--- config.mk ---
export PLATFORM = sky130hd
export DESIGN_NAME = fw_loader
export DESIGN_NICKNAME = d
export VERILOG_FILES = /design/src/rtl/fw_pkg.sv /design/src/rtl/fw_be_word.sv /design/src/rtl/fw_crc32.sv /design/src/rtl/fw_loader.sv
export SDC_FILE = /design/constraint.sdc
export NUM_CORES = 1
export LEC_CHECK = 0
export BUFFER_PORTS_ARGS = -buffer_cell sky130_fd_sc_hd__buf_2
export CAP_MARGIN = 20
export CORE_MARGIN = 3
export CORE_UTILIZATION = 66
export CTS_CLUSTER_DIAMETER = 80
export DETAILED_ROUTE_END_ITERATION = 6
export PLACE_DENSITY = 0.86
export SYNTH_ARGS = -nofsm -noshare
export SYNTH_HDL_FRONTEND = slang
export SYNTH_SLANG_ARGS = --single-unit
--- constraint.sdc ---
create_clock -name clk_i -period 5.85 [get_ports clk_i]
set_input_delay 0.585 -clock clk_i [delete_from_list [all_inputs] [get_ports clk_i]]
set_output_delay 0.585 -clock clk_i [all_outputs]
set_load 0.02 [all_outputs]
--- src/rtl/fw_pkg.sv ---
package fw_pkg;

  typedef enum logic [3:0] {
    S_HDR, S_TRAP, S_CVAL, S_OFS, S_CNT, S_EADDR, S_CODE, S_ECTRL, S_CRC, S_DONE, S_ERR
  } state_e;

  typedef enum logic [2:0] {
    E_NONE = 3'd0,
    E_ID   = 3'd1,
    E_VER  = 3'd2,
    E_CNT  = 3'd3,
    E_LEN  = 3'd4
  } err_e;

  localparam logic [7:0] ID_B0 = 8'h51;
  localparam logic [7:0] ID_B1 = 8'h45;
  localparam logic [7:0] ID_B2 = 8'h46;

  localparam logic [31:0] CRC_POLY = 32'hEDB88320;

endpackage

--- src/rtl/fw_be_word.sv ---
// Big-endian word assembler: word_o is the current byte appended to the last three.
module fw_be_word (
  input  logic        clk_i,
  input  logic        rst_ni,
  input  logic        en_i,
  input  logic [7:0]  byte_i,
  output logic [31:0] word_o
);
  logic [23:0] sh_q;

  assign word_o = {sh_q, byte_i};

  always_ff @(posedge clk_i or negedge rst_ni) begin
    if (!rst_ni)   sh_q <= '0;
    else if (en_i) sh_q <= word_o[23:0];
  end
endmodule

--- src/rtl/fw_crc32.sv ---
module fw_crc32 import fw_pkg::*; (
  input  logic        clk_i,
  input  logic        rst_ni,
  input  logic        en_i,
  input  logic [7:0]  byte_i,
  output logic [31:0] crc_o
);
  logic [31:0] crc_q, crc_d;

  always_comb begin
    crc_d = crc_q ^ {24'd0, byte_i};
    for (int k = 0; k < 8; k++) begin
      crc_d = (crc_d >> 1) ^ (crc_d[0] ? CRC_POLY : 32'd0);
    end
  end

  always_ff @(posedge clk_i or negedge rst_ni) begin
    if (!rst_ni)   crc_q <= '0;
    else if (en_i) crc_q <= crc_d;
  end

  assign crc_o = crc_q;
endmodule

--- src/rtl/fw_loader.sv ---
module fw_loader import fw_pkg::*; #(
  parameter int unsigned CORES  = 2,
  parameter int unsigned TRAPS  = 16,
  parameter int unsigned ADDR_W = 12,
  parameter logic [7:0]  VERSION = 8'd1,
  parameter logic [ADDR_W-1:0] IRAM_ADDR_REG = 'h000,
  parameter logic [ADDR_W-1:0] IRAM_DATA_REG = 'h004,
  parameter logic [ADDR_W-1:0] TRAP_BASE     = 'h100,
  parameter logic [ADDR_W-1:0] CTRL_BASE     = 'h200
) (
  input  logic              clk_i,
  input  logic              rst_ni,
  input  logic [7:0]        in_data_i,
  input  logic              in_valid_i,
  output logic              in_ready_o,
  input  logic [15:0]       dev_model_i,
  input  logic [7:0]        dev_major_i,
  input  logic [7:0]        dev_minor_i,
  output logic              wr_en_o,
  output logic [ADDR_W-1:0] wr_addr_o,
  output logic [31:0]       wr_data_o,
  output logic              split_o,
  output logic              done_o,
  output logic              crc_err_o,
  output logic [2:0]        err_o
);
  localparam int unsigned TRAP_BYTES = TRAPS * 4;
  localparam int unsigned IDX_W      = $clog2(TRAP_BYTES) + 1;
  localparam int unsigned CORE_W     = (CORES > 1) ? $clog2(CORES) : 1;
  localparam logic [ADDR_W-1:0] TRAP_STRIDE = ADDR_W'(TRAP_BYTES);
  localparam logic [ADDR_W-1:0] TRAP_END    = TRAP_BASE + ADDR_W'(CORES * TRAP_BYTES);
  localparam logic [IDX_W-1:0]  TRAP_LAST   = IDX_W'(TRAP_BYTES - 1);
  localparam logic [CORE_W-1:0] CORE_LAST   = CORE_W'(CORES - 1);

  state_e state_q, state_d;
  err_e   err_q, err_d;
  logic [IDX_W-1:0]  idx_q, idx_d;
  logic [CORE_W-1:0] core_q, core_d;
  logic [31:0] len_q, len_d, ctrl_q, ctrl_d, tot_q;
  logic [15:0] model_q, model_d, ofs_q, ofs_d, left_q, left_d;
  logic [7:0]  major_q, major_d;
  logic split_q, split_d, skip_q, skip_d, split_out_q, split_out_d;
  logic done_q, done_d, crcerr_q, crcerr_d;
  logic wr_en_d;
  logic [ADDR_W-1:0] wr_addr_d;
  logic [31:0] wr_data_d;
  logic [31:0] word, crc_val;
  logic acc;

  assign in_ready_o = state_q inside {S_HDR, S_TRAP, S_CVAL, S_OFS, S_CNT, S_CODE, S_CRC};
  assign acc        = in_valid_i && in_ready_o;

  fw_be_word u_word (
    .clk_i  (clk_i),
    .rst_ni (rst_ni),
    .en_i   (acc),
    .byte_i (in_data_i),
    .word_o (word)
  );

  // CRC covers every byte before the CRC field itself
  fw_crc32 u_crc (
    .clk_i  (clk_i),
    .rst_ni (rst_ni),
    .en_i   (acc && state_q != S_CRC),
    .byte_i (in_data_i),
    .crc_o  (crc_val)
  );

  always_comb begin
    state_d = state_q;  err_d = err_q;     idx_d = idx_q;     core_d = core_q;
    len_d = len_q;      ctrl_d = ctrl_q;   model_d = model_q; ofs_d = ofs_q;
    left_d = left_q;    major_d = major_q; split_d = split_q; skip_d = skip_q;
    split_out_d = split_out_q; done_d = done_q; crcerr_d = crcerr_q;
    wr_en_d = 1'b0; wr_addr_d = '0; wr_data_d = '0;
    case (state_q)
      S_HDR: if (acc) begin
        idx_d = idx_q + 1'b1;
        case (idx_q)
          IDX_W'(3):  len_d = word;
          IDX_W'(4):  if (in_data_i != ID_B0) begin err_d = E_ID; state_d = S_ERR; end
          IDX_W'(5):  if (in_data_i != ID_B1) begin err_d = E_ID; state_d = S_ERR; end
          IDX_W'(6):  if (in_data_i != ID_B2) begin err_d = E_ID; state_d = S_ERR; end
          IDX_W'(7):  if (in_data_i != VERSION) begin err_d = E_VER; state_d = S_ERR; end
          IDX_W'(8):  if (in_data_i != 8'(CORES)) begin err_d = E_CNT; state_d = S_ERR; end
          IDX_W'(9):  split_d = in_data_i[0];
          IDX_W'(11): model_d = word[15:0];
          IDX_W'(12): major_d = in_data_i;
          IDX_W'(13): begin
            skip_d = (model_q != 16'd0) &&
                     (model_q != dev_model_i || major_q != dev_major_i || in_data_i != dev_minor_i);
            if (!skip_d) split_out_d = split_q;
            state_d = S_TRAP;
            idx_d   = '0;
          end
          default: ;
        endcase
      end
      S_TRAP: if (acc) begin
        idx_d = idx_q + 1'b1;
        if (idx_q[1:0] == 2'd3 && word != 32'd0 && !skip_q) begin
          wr_en_d   = 1'b1;
          wr_addr_d = TRAP_BASE + ADDR_W'(core_q) * TRAP_STRIDE
                    + ADDR_W'({idx_q[IDX_W-1:2], 2'b00});
          wr_data_d = word;
        end
        if (idx_q == TRAP_LAST) begin state_d = S_CVAL; idx_d = '0; end
      end
      S_CVAL: if (acc) begin
        idx_d = idx_q + 1'b1;
        if (idx_q == IDX_W'(3)) begin ctrl_d = word; state_d = S_OFS; idx_d = '0; end
      end
      S_OFS: if (acc) begin
        idx_d = idx_q + 1'b1;
        if (idx_q == IDX_W'(1)) begin ofs_d = word[15:0]; state_d = S_CNT; idx_d = '0; end
      end
      S_CNT: if (acc) begin
        idx_d = idx_q + 1'b1;
        if (idx_q == IDX_W'(1)) begin left_d = word[15:0]; state_d = S_EADDR; idx_d = '0; end
      end
      S_EADDR: begin
        if (!skip_q) begin
          wr_en_d = 1'b1; wr_addr_d = IRAM_ADDR_REG; wr_data_d = {16'd0, ofs_q};
        end
        state_d = (left_q == 16'd0) ? S_ECTRL : S_CODE;
        idx_d   = '0;
      end
      S_CODE: if (acc) begin
        idx_d = idx_q + 1'b1;
        if (idx_q[1:0] == 2'd3) begin
          if (!skip_q) begin
            wr_en_d = 1'b1; wr_addr_d = IRAM_DATA_REG; wr_data_d = word;
          end
          left_d = left_q - 16'd1;
          if (left_q == 16'd1) state_d = S_ECTRL;
        end
      end
      S_ECTRL: begin
        if (!skip_q) begin
          wr_en_d   = 1'b1;
          wr_addr_d = CTRL_BASE + ADDR_W'({core_q, 2'b00});
          wr_data_d = ctrl_q;
        end
        idx_d = '0;
        if (core_q == CORE_LAST) state_d = S_CRC;
        else begin core_d = core_q + 1'b1; state_d = S_TRAP; end
      end
      S_CRC: if (acc) begin
        idx_d = idx_q + 1'b1;
        if (idx_q == IDX_W'(3)) begin
          if (tot_q + 32'd1 != len_q) begin err_d = E_LEN; state_d = S_ERR; end
          else if (word == crc_val)   begin done_d = 1'b1; state_d = S_DONE; end
          else                        begin crcerr_d = 1'b1; state_d = S_ERR; end
        end
      end
      default: ;
    endcase
  end

  always_ff @(posedge clk_i or negedge rst_ni) begin
    if (!rst_ni) begin
      state_q <= S_HDR; err_q <= E_NONE; idx_q <= '0; core_q <= '0;
      len_q <= '0; ctrl_q <= '0; model_q <= '0; ofs_q <= '0; left_q <= '0;
      major_q <= '0; split_q <= 1'b0; skip_q <= 1'b0; split_out_q <= 1'b0;
      done_q <= 1'b0; crcerr_q <= 1'b0; tot_q <= '0;
      wr_en_o <= 1'b0; wr_addr_o <= '0; wr_data_o <= '0;
    end else begin
      state_q <= state_d; err_q <= err_d; idx_q <= idx_d; core_q <= core_d;
      len_q <= len_d; ctrl_q <= ctrl_d; model_q <= model_d; ofs_q <= ofs_d;
      left_q <= left_d; major_q <= major_d; split_q <= split_d; skip_q <= skip_d;
      split_out_q <= split_out_d; done_q <= done_d; crcerr_q <= crcerr_d;
      if (acc) tot_q <= tot_q + 32'd1;
      wr_en_o <= wr_en_d; wr_addr_o <= wr_addr_d; wr_data_o <= wr_data_d;
    end
  end

  assign split_o   = split_out_q;
  assign done_o    = done_q;
  assign crc_err_o = crcerr_q;
  assign err_o     = err_q;


  hdr_err_no_wr_chk: assert property (@(posedge clk_i) disable iff (!rst_ni)
    (err_q inside {E_ID, E_VER, E_CNT}) |-> !wr_en_o);


  trap_nonzero_chk: assert property (@(posedge clk_i) disable iff (!rst_ni)
    (wr_en_o && wr_addr_o >= TRAP_BASE && wr_addr_o < TRAP_END) |-> (wr_data_o != 32'd0));


  skip_no_wr_chk: assert property (@(posedge clk_i) disable iff (!rst_ni)
    skip_q |-> !wr_en_o);


  done_excl_chk: assert property (@(posedge clk_i) disable iff (!rst_ni)
    !(done_o && crc_err_o));


  done_sticky_chk: assert property (@(posedge clk_i) disable iff (!rst_ni)
    done_o |=> done_o);


  end_no_ready_chk: assert property (@(posedge clk_i) disable iff (!rst_ni)
    (done_o || crc_err_o || err_o != 3'd0) |-> !in_ready_o);
endmodule

==> results of run 1 <==
sequential cells by signal, indices dropped and copies added, names as in the netlist, 8 cells and up:
name / flops
model_q: 16
ofs_q: 16
ctrl_q: 32
wr_addr_o: 8
left_q: 16
u_crc.crc_o: 32
u_word.sh_q: 24
tot_q: 32
major_q: 8
wr_data_o: 32
len_q: 32
worst max-delay path, cell delays in order (launching register included):
cell and delay [ns]:
sky130_fd_sc_hd__dfrtp_1 0.51, sky130_fd_sc_hd__ha_1 0.34, sky130_fd_sc_hd__nand3_1 0.26, sky130_fd_sc_hd__nor4_1 0.97, sky130_fd_sc_hd__nand2_1 0.18, sky130_fd_sc_hd__xnor2_1 0.21
sky130_fd_sc_hd__a2111oi_4 0.29, sky130_fd_sc_hd__nand4_2 0.21, sky130_fd_sc_hd__o41ai_2 0.47, sky130_fd_sc_hd__a22o_1 0.20
synthesized netlist by cell type, types with 6 or more instances:
cell | n | share of area (%)
sky130_fd_sc_hd__a21oi_1 | 27 | 0.96
sky130_fd_sc_hd__a22o_1 | 19 | 1.2
sky130_fd_sc_hd__a22oi_1 | 6 | 0.32
sky130_fd_sc_hd__and2_1 | 10 | 0.45
sky130_fd_sc_hd__and3_1 | 9 | 0.40
sky130_fd_sc_hd__and4_1 | 8 | 0.50
sky130_fd_sc_hd__buf_1 | 6 | 0.16
sky130_fd_sc_hd__clkbuf_1 | 68 | 1.8
sky130_fd_sc_hd__dfrtp_1 | 269 | 48
sky130_fd_sc_hd__ha_1 | 11 | 0.98
sky130_fd_sc_hd__inv_1 | 13 | 0.35
sky130_fd_sc_hd__mux2_2 | 109 | 8.8
sky130_fd_sc_hd__mux2i_1 | 16 | 1.1
sky130_fd_sc_hd__nand2_1 | 175 | 4.7
sky130_fd_sc_hd__nand2b_1 | 8 | 0.36
sky130_fd_sc_hd__nand3_1 | 35 | 1.2
sky130_fd_sc_hd__nand4_1 | 27 | 1.2
sky130_fd_sc_hd__nor2_1 | 64 | 1.7
sky130_fd_sc_hd__nor3_1 | 26 | 0.93
sky130_fd_sc_hd__nor4_1 | 36 | 1.6
sky130_fd_sc_hd__o21ai_0 | 96 | 3.4
sky130_fd_sc_hd__o31ai_1 | 6 | 0.32
sky130_fd_sc_hd__or3_1 | 7 | 0.31
sky130_fd_sc_hd__or4_1 | 6 | 0.32
sky130_fd_sc_hd__xnor2_1 | 114 | 7.1
sky130_fd_sc_hd__xor2_1 | 93 | 5.8
per-stage QoR:
stage / worst slack (ns) / instance area (um^2) / total power [uW]
finish: 2.147 / 15420 / 7506
global route: 1.942 / 15420 / 7927
CTS: 2.203 / 15410 / 7470
detailed placement: 2.100 / 14510 / 5666
global placement: 2.144 / 14510 / 5569
floorplan: 2.527 / 14030 / 4917
path summary, 6_finish.rpt:
path                                       startpoint                           to  slack, ns  cells past startpoint
worst min-delay path                           rst_ni        tot_q[20]$_DFFE_PN0P_       0.07                      1
worst max register to register   tot_q[0]$_DFFE_PN0P_         err_o[0]$_DFFE_PN0P_       2.15                      9
worst min register to register  tot_q[31]$_DFFE_PN0P_        tot_q[31]$_DFFE_PN0P_       0.49                      1
max in group asynchronous                      rst_ni  u_crc.crc_o[10]$_DFFE_PN0P_       4.42                      2
min in group clk_i                       in_data_i[5]   u_word.sh_q[5]$_DFFE_PN0P_       0.38                      3
worst max-delay path             tot_q[0]$_DFFE_PN0P_         err_o[0]$_DFFE_PN0P_       2.15                      9
power by group:
part	internal [uW]	switching, uW	leakage [uW]
combinational	1250	1650	0.00328
sequential	2230	623	0.00363
clock	1000	756	0.000445
layout make-up:
cell class                 count  area share (%)
clock inverter                12          0.9577
inverter                      14          0.3409
multi-input combinational    986           44.37
tap                          270           2.191
clock buffer                  37           4.886
timing repair buffer         101           3.587
sequential                   269           43.67
cell families after synthesis:
kind of cell | count (synthesis)
compound gates | 197
fa+ha+maj | 11
flops | 269
xor+xnor | 208
other cells | 1
buf+inv | 104
mux | 125
simple gates | 441
layout by cell type (no fill, tap or decap), drive strengths merged, types with 8 or more instances in the layout:
cell / Yosys / final
o21ai: 98 / 98
clkinv: 1 / 10
clkbuf: 69 / 37
nand4: 29 / 29
or3: 8 / 8
nor2: 64 / 64
xnor2: 114 / 114
and4: 8 / 8
nor4: 37 / 37
buf: 21 / 101
nand2: 175 / 175
nand2b: 8 / 8
a22o: 19 / 19
and3: 10 / 10
mux2i: 16 / 16
xor2: 93 / 93
and2: 11 / 11
a21oi: 27 / 27
nand3: 36 / 36
mux2: 109 / 109
inv: 13 / 14
dfrtp: 269 / 269
ha: 11 / 11
nor3: 28 / 28
routing by layer:
metal	part of all wire, %	global-route usage, %	vias up
met5	0	0	-
met4	3.9	12.22	0
met3	8.2	5.205	123
met2	47	49.36	505
met1	41	43.03	5199
li1	-	-	4815
==> Implementation_results.wiki, run 1 <==
{| class="wikitable"
! Metric !! Value
|-
| # IOs || between 90 and 100
|-
| Number of buffer cells added on primary ports || 90
|-
| Data required, critical path || around 6.3 ns
|-
| Diodes inserted || 0
|-
| First-pass iteration count of the detailed router || 6
|-
| Mean number of vias per cell || ~6.3
|-
| Mux contribution to synthesized area || 9.898%
|-
| Flop and latch count out of synthesis || between 200 and 300
|-
| Number of enable flip-flop cells after synthesis || 0
|-
| Initial cell density of the core || between 60% and 70%
|-
| Final wirelength || 35.06 mm
|-
| Final standard cell utilization of the core || between 70% and 80%
|-
| Remaining global-route overflow || 0
|-
| Fin. Hold Viols || 0
|-
| Syn avg cell area || 10.34 um^2
|-
| Layout cells sized above 1 || between 10% and 20%
|-
| Area of the mapped netlist || 14020 um^2
|-
| Post-detailed-route count of antenna-violating nets || 0
|-
| Most used DFF post-synth || sky130_fd_sc_hd__dfrtp_1
|-
| Clock latency at the later pin of the worst-skew pair || around 0.56 ns
|-
| Hold-fix buffers at CTS || 0
|-
| CTS-repair resized insts || 0
|-
| Worst-case clock skew || 0.01240 ns
|-
| Wirelength per Cell || between 20 and 25 um
|-
| Combinational family with the most area after synthesis || simple AND/OR/NAND/NOR gates
|-
| Final setup viols || 0
|-
| Count of warnings emitted by yosys || 0
|-
| Global-route wire length before repair || roughly 56 mm
|-
| Critical path class || flop to flop
|-
| Unrepaired setup endpoints after global routing || no
|-
| Die span in y || 151.7 um
|-
| Post-CTS setup-driven buffer insertion count || 0
|-
| Xor and xnor area share after synthesis || 13.10%
|-
| Nature of the critical path endpoint || flop
|-
| Area Growth Syn to Fin || 9.969%
|-
| Synthesized-area fraction occupied by adder cells || less than 1%
|-
| VDD IR max || between 0.0004 and 0.0005 V
|-
| Slew margin rel. || approximately a quarter
|-
| Total Routing Usage GR || a little under a third
|-
| Hold Worst Slack || 0.07061 ns
|-
| Placeable core region || just over 20000 um^2
|-
| TNS Setup || 0 ns
|-
| Count of placed standard cells in the final layout, fillers left out || approximately 1700
|-
| Clock period minus final worst setup slack || 3.703 ns
|-
| Static power due to leakage || 0.007352 uW
|-
| Floorplan die width || 151.7 um
|-
| Initial detailed-routing violation count || 957
|-
| Row count || 52
|-
| Synthesized-area fraction occupied by ao, oa, aoi and oai cells || under 10%
|-
| Number of pins exceeding their max-slew limit in the final report || 0
|-
| Vias in the first global route || 10500
|-
| Startpoint kind of the worst setup timing path || flop
|-
| Area used by sequential logic in the layout || ~6700 um^2
|-
| Dpl hpwl || 23.26 mm
|-
| Cell count after placement || roughly 1600
|-
| Synthesized-area fraction occupied by and/or/nand/nor cells || between 10% and 20%
|-
| DRC violations left || 0
|-
| Slew at the pin closest to its max-slew limit || ~1.1 ns
|-
| Count of mapped cells out of synthesis || between 1000 and 1500
|-
| Number of sinks on the clock net || 269
|-
| Routability congestion estimate from global placement || between 0.9 and 1
|-
| Final clock period utilization by the worst path || 63.29%
|-
| CTS buffer count || 27
|-
| CTS root buffer || sky130_fd_sc_hd__clkbuf_16
|-
| Combined area of the multi-input logic cells || a little under 7000 um^2
|-
| Fmax achieved || about 0.27 GHz
|-
| Clock buffer depth || 3
|-
| Number of antenna violations at the first check in global routing || 0
|-
| Endpoint arrival time on the critical path || roughly 4.2 ns
|-
| Power density relative to cell area || just under 500 nW/um^2
|-
| Max FO, Critical Path || 7
|-
| Distinct cell type count of the synthesized netlist || 75
|-
| Area of the die || approximately 23000 um^2
|-
| Filler Cell Count || 1386
|-
| Number of violations of the max-capacitance limit || 0
|-
| Worst hold path class || input port to async pin
|-
| Worst-path clk slew || roughly 0.070 ns
|-
| FFs w/ async S/R, synth || between 90% and 100%
|-
| Number of vias in the routed layout || about 11000
|-
| Status || completed
|-
| Clock tree from TritonCTS || yes
|-
| Number of levels the H-tree was split into || 1
|-
| Layout Nets || between 1000 and 1500
|-
| Sequential cell area fraction in the yosys report || 48.02%
|-
| Pin count of the biggest net entering global routing || between 150 and 200
|}
No activity file was read; power rests on OpenSTA's default activity.
==> inputs of run 2 (changes only) <==
Settings changed: CORE_UTILIZATION 66 to 55, PLACE_DENSITY 0.86 to 0.76.
Clock period 5.85 ns to 3 ns, I/O delays scaled along.
==> run 2 against run 1 <==
Sequential power is 88% higher. Core utilization is 9.7 points lower. Final area is 4.6% higher. Sequential cell count stayed put. Non-clock buffer count is 68 higher. Fmax is 27% higher. Total power is 100% higher. Global-route usage is 5.1 points lower. Via count is 0.30% higher. Clock skew is 0.0053 ns higher. Worst hold slack better by 0.059 ns. Die area is 19% higher.
==> Implementation_results.wiki, run 2 (same netlist as run 1, synthesis figures left out) <==
{| class="wikitable"
! Metric !! Value
|-
| Net switching power || 5868 uW (was 3032 uW)
|-
| Final wirelength || 36.26 mm (was 35.06 mm)
|-
| Final setup viols || 0 (unchanged)
|-
| Number of sinks on the clock net || 269 (unchanged)
|-
| CP max-delay cell || sky130_fd_sc_hd__or3_2 (was sky130_fd_sc_hd__nor4_1)
|-
| Fin. Hold Viols || 0 (unchanged)
|-
| CTS buffer count || 29 (was 27)
|-
| Share of power burned in combinational logic || 41.0% (was 38.7%)
|-
| Hold Worst Slack || 0.1297 ns (was 0.07061 ns)
|-
| Cell seen most often among critical-path stages || sky130_fd_sc_hd__nand4_4
|-
| TNS Setup || 0 ns (unchanged)
|-
| Leading cell types in the layout, fill and taps excluded || sky130_fd_sc_hd__dfrtp_1, sky130_fd_sc_hd__nand2_1, sky130_fd_sc_hd__xnor2_1, sky130_fd_sc_hd__mux2_2, sky130_fd_sc_hd__o21ai_0 (unchanged)
|-
| Clock network fraction of design power || 23.4% (about the same)
|-
| Initial detailed-routing violation count || 746 (was 957)
|-
| Diodes inserted || 0 (unchanged)
|-
| # IOs || 95 (unchanged)
|-
| Status || completed (unchanged)
|-
| Top delay family on crit path || simple AND/OR/NAND/NOR gates (unchanged)
|-
| Filler Cell Count || 1958 (was 1386)
|-
| Launch instance of the worst register-to-register path || tot_q[1]$_DFFE_PN0P_ (was tot_q[0]$_DFFE_PN0P_)
|-
| VDD IR max || 0.001110 V (was 0.0004551 V)
|-
| Number of violations of the max-capacitance limit || 0 (unchanged)
|-
| Unrepaired setup endpoints after global routing || yes (was no)
|-
| Pin count of the biggest net entering global routing || 78 (was 157)
|-
| Worst setup timing slack at the placement stage || 0.1039 ns (was 2.100 ns)
|-
| Static power due to leakage || 0.007725 uW (was 0.007352 uW)
|-
| Final clock period utilization by the worst path || 96.86% (was 63.29%)
|-
| Post-detailed-route count of antenna-violating nets || 0 (unchanged)
|-
| Area Growth Syn to Fin || 14.98% (was 9.969%)
|-
| Number of pins exceeding their max-slew limit in the final report || 0 (unchanged)
|-
| Worst-path clk slew || 0.06 ns (was 0.07 ns)
|-
| Cell breakdown of the critical path || nand4_4 -> or3_2 -> or3_1 -> a2111oi_4 -> nand4_4 -> nor4_1 -> a41o_1 (was ha_1 -> nand3_1 -> nor4_1 -> nand2_1 -> xnor2_1 -> a2111oi_4 -> nand4_2 -> o41ai_2 -> a22o_1)
|-
| Routability congestion estimate from global placement || 0.9396 (was 0.9677)
|-
| Floorplan die width || 165.7 um (was 151.7 um)
|-
| Nature of the critical path endpoint || flop (unchanged)
|-
| Layout Nets || 1523 (was 1453)
|-
| Clock buffer depth || 3 (unchanged)
|-
| DRC violations left || 0 (unchanged)
|-
| Slew margin rel. || 54.80% (was 24.43%)
|-
| Data required, critical path || 3.49 ns (was 6.34 ns)
|-
| CTS root buffer || sky130_fd_sc_hd__clkbuf_16 (unchanged)
|-
| Placeable core region || 24680 um^2 (was 20560 um^2)
|-
| Number of antenna violations at the first check in global routing || 0 (unchanged)
|-
| Dpl hpwl || 25.13 mm (was 23.26 mm)
|-
| Layout cells sized above 1 || 23.15% (was 19.10%)
|-
| Vias in the first global route || 10880 (was 10500)
|-
| Remaining global-route overflow || 0 (unchanged)
|-
| Startpoint kind of the worst setup timing path || flop (unchanged)
|-
| Slew at the pin closest to its max-slew limit || 0.6719 ns (was 1.123 ns)
|-
| Post-route worst setup slack || 0.09409 ns (was 2.147 ns)
|-
| Clock period minus final worst setup slack || 2.906 ns (was 3.703 ns)
|-
| Endpoint arrival time on the critical path || 3.39 ns (was 4.19 ns)
|-
| First-pass iteration count of the detailed router || 6 (unchanged)
|-
| Buf/Inv on CP || 0 (unchanged)
|-
| Row count || 57 (was 52)
|-
| Initial cell density of the core || 56.81% (was 68.18%)
|-
| Final standard cell utilization of the core || 65.32% (was 74.98%)
|-
| Max FO, Critical Path || 7 (unchanged)
|-
| Sequential share of power || 35.6% (was 37.9%)
|-
| Post-CTS setup-driven buffer insertion count || 0 (unchanged)
|-
| Min-Delay Startpoint || in_data_i[6]
|-
| Worst hold path class || input port to flop (was input port to async pin)
|-
| Die span in y || 165.7 um (was 151.7 um)
|-
| Switch share || 38.90% (was 40.39%)
|-
| Total Routing Usage GR || 25.96% (was 31.03%)
|-
| Global-route wire length before repair || 58.76 mm (was 55.97 mm)
|-
| Clock latency at the later pin of the worst-skew pair || 0.55 ns (was 0.56 ns)
|-
| Number of vias in the routed layout || 10670 (was 10640)
|-
| Number of buffer cells added on primary ports || 90 (unchanged)
|-
| First element of the critical path || tot_q[1]$_DFFE_PN0P_ (was tot_q[0]$_DFFE_PN0P_)
|-
| Longest individual stage delay on the worst path || 0.57 ns (was 0.97 ns)
|-
| Power density relative to cell area || 935.9 nW/um^2 (was 486.9 nW/um^2)
|-
| Mean number of vias per cell || 5.884 (was 6.301)
|-
| Fmax achieved || 0.3441 GHz (was 0.2701 GHz)
|-
| Total internal power || 9217 uW (was 4474 uW)
|-
| Area of the die || 27440 um^2 (was 23030 um^2)
|-
| Most frequent standard cell in the layout excluding fill and tap cells || sky130_fd_sc_hd__dfrtp_1 (unchanged)
|-
| Critical path class || flop to flop (unchanged)
|-
| Worst-case clock skew || 0.01769 ns (was 0.01240 ns)
|-
| Number of levels the H-tree was split into || 1 (unchanged)
|-
| Clock tree from TritonCTS || yes (unchanged)
|-
| Wirelength per Cell || 19.99 um (was 20.76 um)
|}
## run 2: changes by cell type in the layout (fill, tap and decap cells not counted), moves of 2 or more
cell                         change
sky130_fd_sc_hd__buf_4          +65
sky130_fd_sc_hd__clkbuf_8        +5
sky130_fd_sc_hd__buf_12          +3
sky130_fd_sc_hd__clkinv_4        -3
sky130_fd_sc_hd__clkbuf_16       +2
sky130_fd_sc_hd__clkinv_2        -2
sky130_fd_sc_hd__clkinvlp_4      +2
sky130_fd_sc_hd__inv_6           +2
## run 2: worst min-delay path: cells and delay by family
family	cells	cell delay, ns
AND/OR/NAND/NOR	2	0.14
buffers and inverters	1	0.20
## run 2: worst paths after layout
| kind | end | slack (ns) | cells after the start |
|---|---|---|---|
| max | done_o$_DFFE_PN0P_ | 0.09 | 7 |
| min | u_word.sh_q[6]$_DFFE_PN0P_ | 0.13 | 3 |
| max reg2reg | done_o$_DFFE_PN0P_ | 0.09 | 7 |
| min reg2reg | wr_data_o[24]$_DFF_PN0_ | 0.50 | 1 |
| max in group asynchronous | u_word.sh_q[17]$_DFFE_PN0P_ | 1.89 | 3 |
| min in group asynchronous | wr_data_o[30]$_DFF_PN0_ | 0.33 | 2 |
## run 2: final cells by class
class	count	area [um^2]	area share [%]
Timing Repair Buffer	169	1106	6.862
Multi-Input combinational cell	986	6873	42.64
Inverter	14	52.55	0.3260
Tap cell	324	405.4	2.515
Clock inverter	8	77.57	0.4813
Clock buffer	44	872.1	5.411
Sequential cell	269	6731	41.76
## run 2: power by group through the flow
stage	Clock [uW]	Sequential (uW)	Combinational, uW
6_report	3530	5370	6180
5_1_grt	3750	5450	6810
4_1_cts	3570	5340	6130
3_5_place_dp	0	5400	6070
3_3_place_gp	0	5350	5910
2_1_floorplan	0	4970	4630
## run 2: what timing repair did
action                     4_1_cts  5_1_grt
hold endpoints to repair        71        0
hold buffers                     1        0
setup endpoints to repair        0        8
gates resized for setup          0        4
## run 2: per-stage QoR
stage	instance area [um^2]	power, uW	std cells
6_report	16120	15080	1814
5_1_grt	16120	16010	1814
4_1_cts	16090	15040	1814
3_5_place_dp	15130	11470	1761
3_3_place_gp	15130	11260	1761
2_1_floorplan	14040	9594	1359
## run 2: per-layer routing
| metal | GRT usage, % | up-vias | share of wire, % |
|---|---|---|---|
| li1 | - | 4942 | - |
| met1 | 36.93 | 5279 | 43 |
| met2 | 42.43 | 392 | 48 |
| met3 | 4.004 | 61 | 6.9 |
| met4 | 6.040 | 0 | 1.9 |
| met5 | 0.5217 | - | 0 |
==> inputs of run 3 (changes only) <==
Settings changed: CORE_MARGIN 3 to 1.
==> run 3 against run 2 <==
Worst setup slack improved by 0.0022 ns. Clock skew shrank 0.0052 ns. Clock power hardly changed. Cell count is 0.44% lower. Worst hold slack lost 0.081 ns. Via count fell by 0.30%. Count of clock-buffer cells in the layout fell by 4. Critical path depth unchanged. Final area decreased by 0.30%. Global-route usage grew 1.9 points. Total power about the same. Critical path type unchanged. Critical endpoint is now err_o[0]$_DFFE_PN0P_. Largest cell class unchanged. Highest routed layer unchanged.
==> Implementation_results.wiki, run 3 (same netlist as run 1, synthesis figures left out) <==
{| class="wikitable"
! Metric !! Value
|-
| Status || completed (unchanged)
|-
| Vias in the first global route || 10440 (was 10880)
|-
| Number of violations of the max-capacitance limit || 0 (unchanged)
|-
| First-pass iteration count of the detailed router || 5 (was 6)
|-
| Pin count of the biggest net entering global routing || 127 (was 78)
|-
| Power density relative to cell area || 937.9 nW/um^2 (was 935.9 nW/um^2)
|-
| Max FO, Critical Path || 7 (unchanged)
|-
| Global-route wire length before repair || 57.04 mm (was 58.76 mm)
|-
| Post-detailed-route count of antenna-violating nets || 0 (unchanged)
|-
| Slew margin rel. || 50.64% (was 54.80%)
|-
| VDD IR max || 0.001032 V (was 0.001110 V)
|-
| Number of vias in the routed layout || 10640 (was 10670)
|-
| TNS Setup || 0 ns (unchanged)
|-
| Fin. Hold Viols || 0 (unchanged)
|-
| # IOs || 95 (unchanged)
|-
| Unrepaired setup endpoints after global routing || yes (unchanged)
|-
| Initial detailed-routing violation count || 847 (was 746)
|-
| First element of the critical path || tot_q[1]$_DFFE_PN0P_ (unchanged)
|-
| Fmax achieved || 0.3444 GHz (was 0.3441 GHz)
|-
| Nature of the critical path endpoint || flop (unchanged)
|-
| Clock tree from TritonCTS || yes (unchanged)
|-
| Area of the die || 26130 um^2 (was 27440 um^2)
|-
| CTS root buffer || sky130_fd_sc_hd__clkbuf_16 (unchanged)
|-
| Worst-case clock skew || 0.01249 ns (was 0.01769 ns)
|-
| Clock period minus final worst setup slack || 2.904 ns (was 2.906 ns)
|-
| Remaining global-route overflow || 0 (unchanged)
|-
| Number of cells traversed by the worst register-to-register path || 7 (unchanged)
|-
| Die span in y || 161.7 um (was 165.7 um)
|-
| Worst hold path class || input port to flop (unchanged)
|-
| Most frequent standard cell in the layout excluding fill and tap cells || sky130_fd_sc_hd__dfrtp_1 (unchanged)
|-
| Static power due to leakage || 0.007691 uW (was 0.007725 uW)
|-
| CTS buffer count || 29 (unchanged)
|-
| Number of buffer cells added on primary ports || 90 (unchanged)
|-
| Floorplan die width || 161.7 um (was 165.7 um)
|-
| Startpoint kind of the worst setup timing path || flop (unchanged)
|-
| Layout cells sized above 1 || 22.76% (was 23.15%)
|-
| Number of antenna violations at the first check in global routing || 0 (unchanged)
|-
| Total Routing Usage GR || 27.83% (was 25.96%)
|-
| Launch instance of the worst register-to-register path || tot_q[1]$_DFFE_PN0P_ (unchanged)
|-
| Final wirelength || 35.81 mm (was 36.26 mm)
|-
| Clock buffer depth || 3 (unchanged)
|-
| Post-route worst setup slack || 0.09625 ns (was 0.09409 ns)
|-
| Final setup viols || 0 (unchanged)
|-
| DRC violations left || 0 (unchanged)
|-
| Data required, critical path || 3.49 ns (about the same)
|-
| Slew at the pin closest to its max-slew limit || 0.7383 ns (was 0.6719 ns)
|-
| Endpoint arrival time on the critical path || 3.40 ns (was 3.39 ns)
|-
| Clock latency at the later pin of the worst-skew pair || 0.55 ns (about the same)
|-
| Initial cell density of the core || 55.83% (was 56.81%)
|-
| Row count || 58 (was 57)
|-
| Worst-path clk slew || 0.06 ns (about the same)
|-
| Final clock period utilization by the worst path || 96.79% (was 96.86%)
|-
| Cells on Worst Hold Path || 3 (unchanged)
|-
| Worst setup timing slack at the placement stage || 0.07434 ns (was 0.1039 ns)
|-
| Post-detailed-placement cell area || 15070 um^2 (was 15130 um^2)
|-
| Placeable core region || 25110 um^2 (was 24680 um^2)
|-
| Min-Delay Startpoint || in_data_i[3] (was in_data_i[6])
|-
| Area Growth Syn to Fin || 14.63% (was 14.98%)
|-
| Number of pins exceeding their max-slew limit in the final report || 0 (unchanged)
|-
| Critical path class || flop to flop (unchanged)
|-
| Post-route cell area || 16070 um^2 (was 16120 um^2)
|-
| Number of levels the H-tree was split into || 1 (unchanged)
|-
| Leading cell types in the layout, fill and taps excluded || sky130_fd_sc_hd__dfrtp_1, sky130_fd_sc_hd__nand2_1, sky130_fd_sc_hd__xnor2_1, sky130_fd_sc_hd__mux2_2, sky130_fd_sc_hd__o21ai_0 (unchanged)
|-
| Diodes inserted || 0 (unchanged)
|-
| Number of sinks on the clock net || 269 (unchanged)
|-
| Routability congestion estimate from global placement || 0.9203 (was 0.9396)
|-
| Dpl hpwl || 24.37 mm (was 25.13 mm)
|-
| Mean number of vias per cell || 5.893 (was 5.884)
|-
| Wirelength per Cell || 19.83 um (was 19.99 um)
|-
| Layout Nets || 1513 (was 1523)
|}
## run 3: changes by cell type in the layout (fill, tap and decap cells not counted), sizes merged
cell / previous run / this run
buf: 168 / 158
bufinv: 1 / 3
clkbuf: 44 / 40
clkinv: 4 / 6
clkinvlp: 2 / 0
inv: 15 / 13
## run 3: layer usage
metal / global-route usage (%) / vias to the layer above / wire length, um
met5: 0 / - / 0
met4: 9.177 / 0 / 1011
met3: 4.648 / 67 / 2264
met2: 43.63 / 341 / 16720
met1: 39.51 / 5323 / 15810
li1: - / 4911 / -
## run 3: layout make-up
cell class              instances  area, um^2
clock buffers                  40       817.0
clock inverters                 8       115.1
fillers                      2021        9040
inverters                      14       52.55
multi-input cells             986        6909
flip-flops and latches        269        6731
well taps                     330       412.9
repair buffers                159        1031
## run 3: path summary, 6_finish.rpt
kind	slack, ns	endpoint
worst min-delay path	0.05	u_word.sh_q[3]$_DFFE_PN0P_
max in group asynchronous	1.81	ctrl_q[25]$_DFFE_PN0P_
min in group asynchronous	0.22	idx_q[2]$_DFFE_PN0P_
worst max register to register	0.1	err_o[0]$_DFFE_PN0P_
worst min register to register	0.49	tot_q[31]$_DFFE_PN0P_
worst max-delay path	0.1	err_o[0]$_DFFE_PN0P_
## run 3: repair_timing
action | CTS | global route
hold buffers | 1 | 0
endpoints found under the setup margin | 0 | 7
resized for setup | 0 | 10
setup buffers | 0 | 0
hold endpoints to repair | 35 | 0
## run 3: worst max-delay path, cell delays in order (launching register included)
cell,delay (ns)
sky130_fd_sc_hd__dfrtp_1,0.45
sky130_fd_sc_hd__nand4_4,0.18
sky130_fd_sc_hd__or3_2,0.56
sky130_fd_sc_hd__or3_1,0.42
sky130_fd_sc_hd__a2111oi_4,0.42
sky130_fd_sc_hd__nand4_4,0.20
sky130_fd_sc_hd__o41ai_2,0.42
sky130_fd_sc_hd__a22o_1,0.19
## run 3: power by group
part / leakage, uW / total (uW) / internal, uW / switching (uW)
Combinational: 0.00360 / 6180 / 2770 / 3410
Sequential: 0.00363 / 5360 / 4350 / 1020
Clock: 0.000462 / 3530 / 2130 / 1400
## run 3: metrics by stage
stage	instances	hold slack (ns)	total power, uW	utilization [%]
after global placement	1757	0.1918	11290	60.00
after floorplan	1359	0.004409	9594	-
after CTS	1806	0.03669	15030	63.75
after global routing	1806	0.06693	15950	64.00
final	1806	0.04917	15070	64.00
after detailed placement	1757	0.1928	11460	60.00
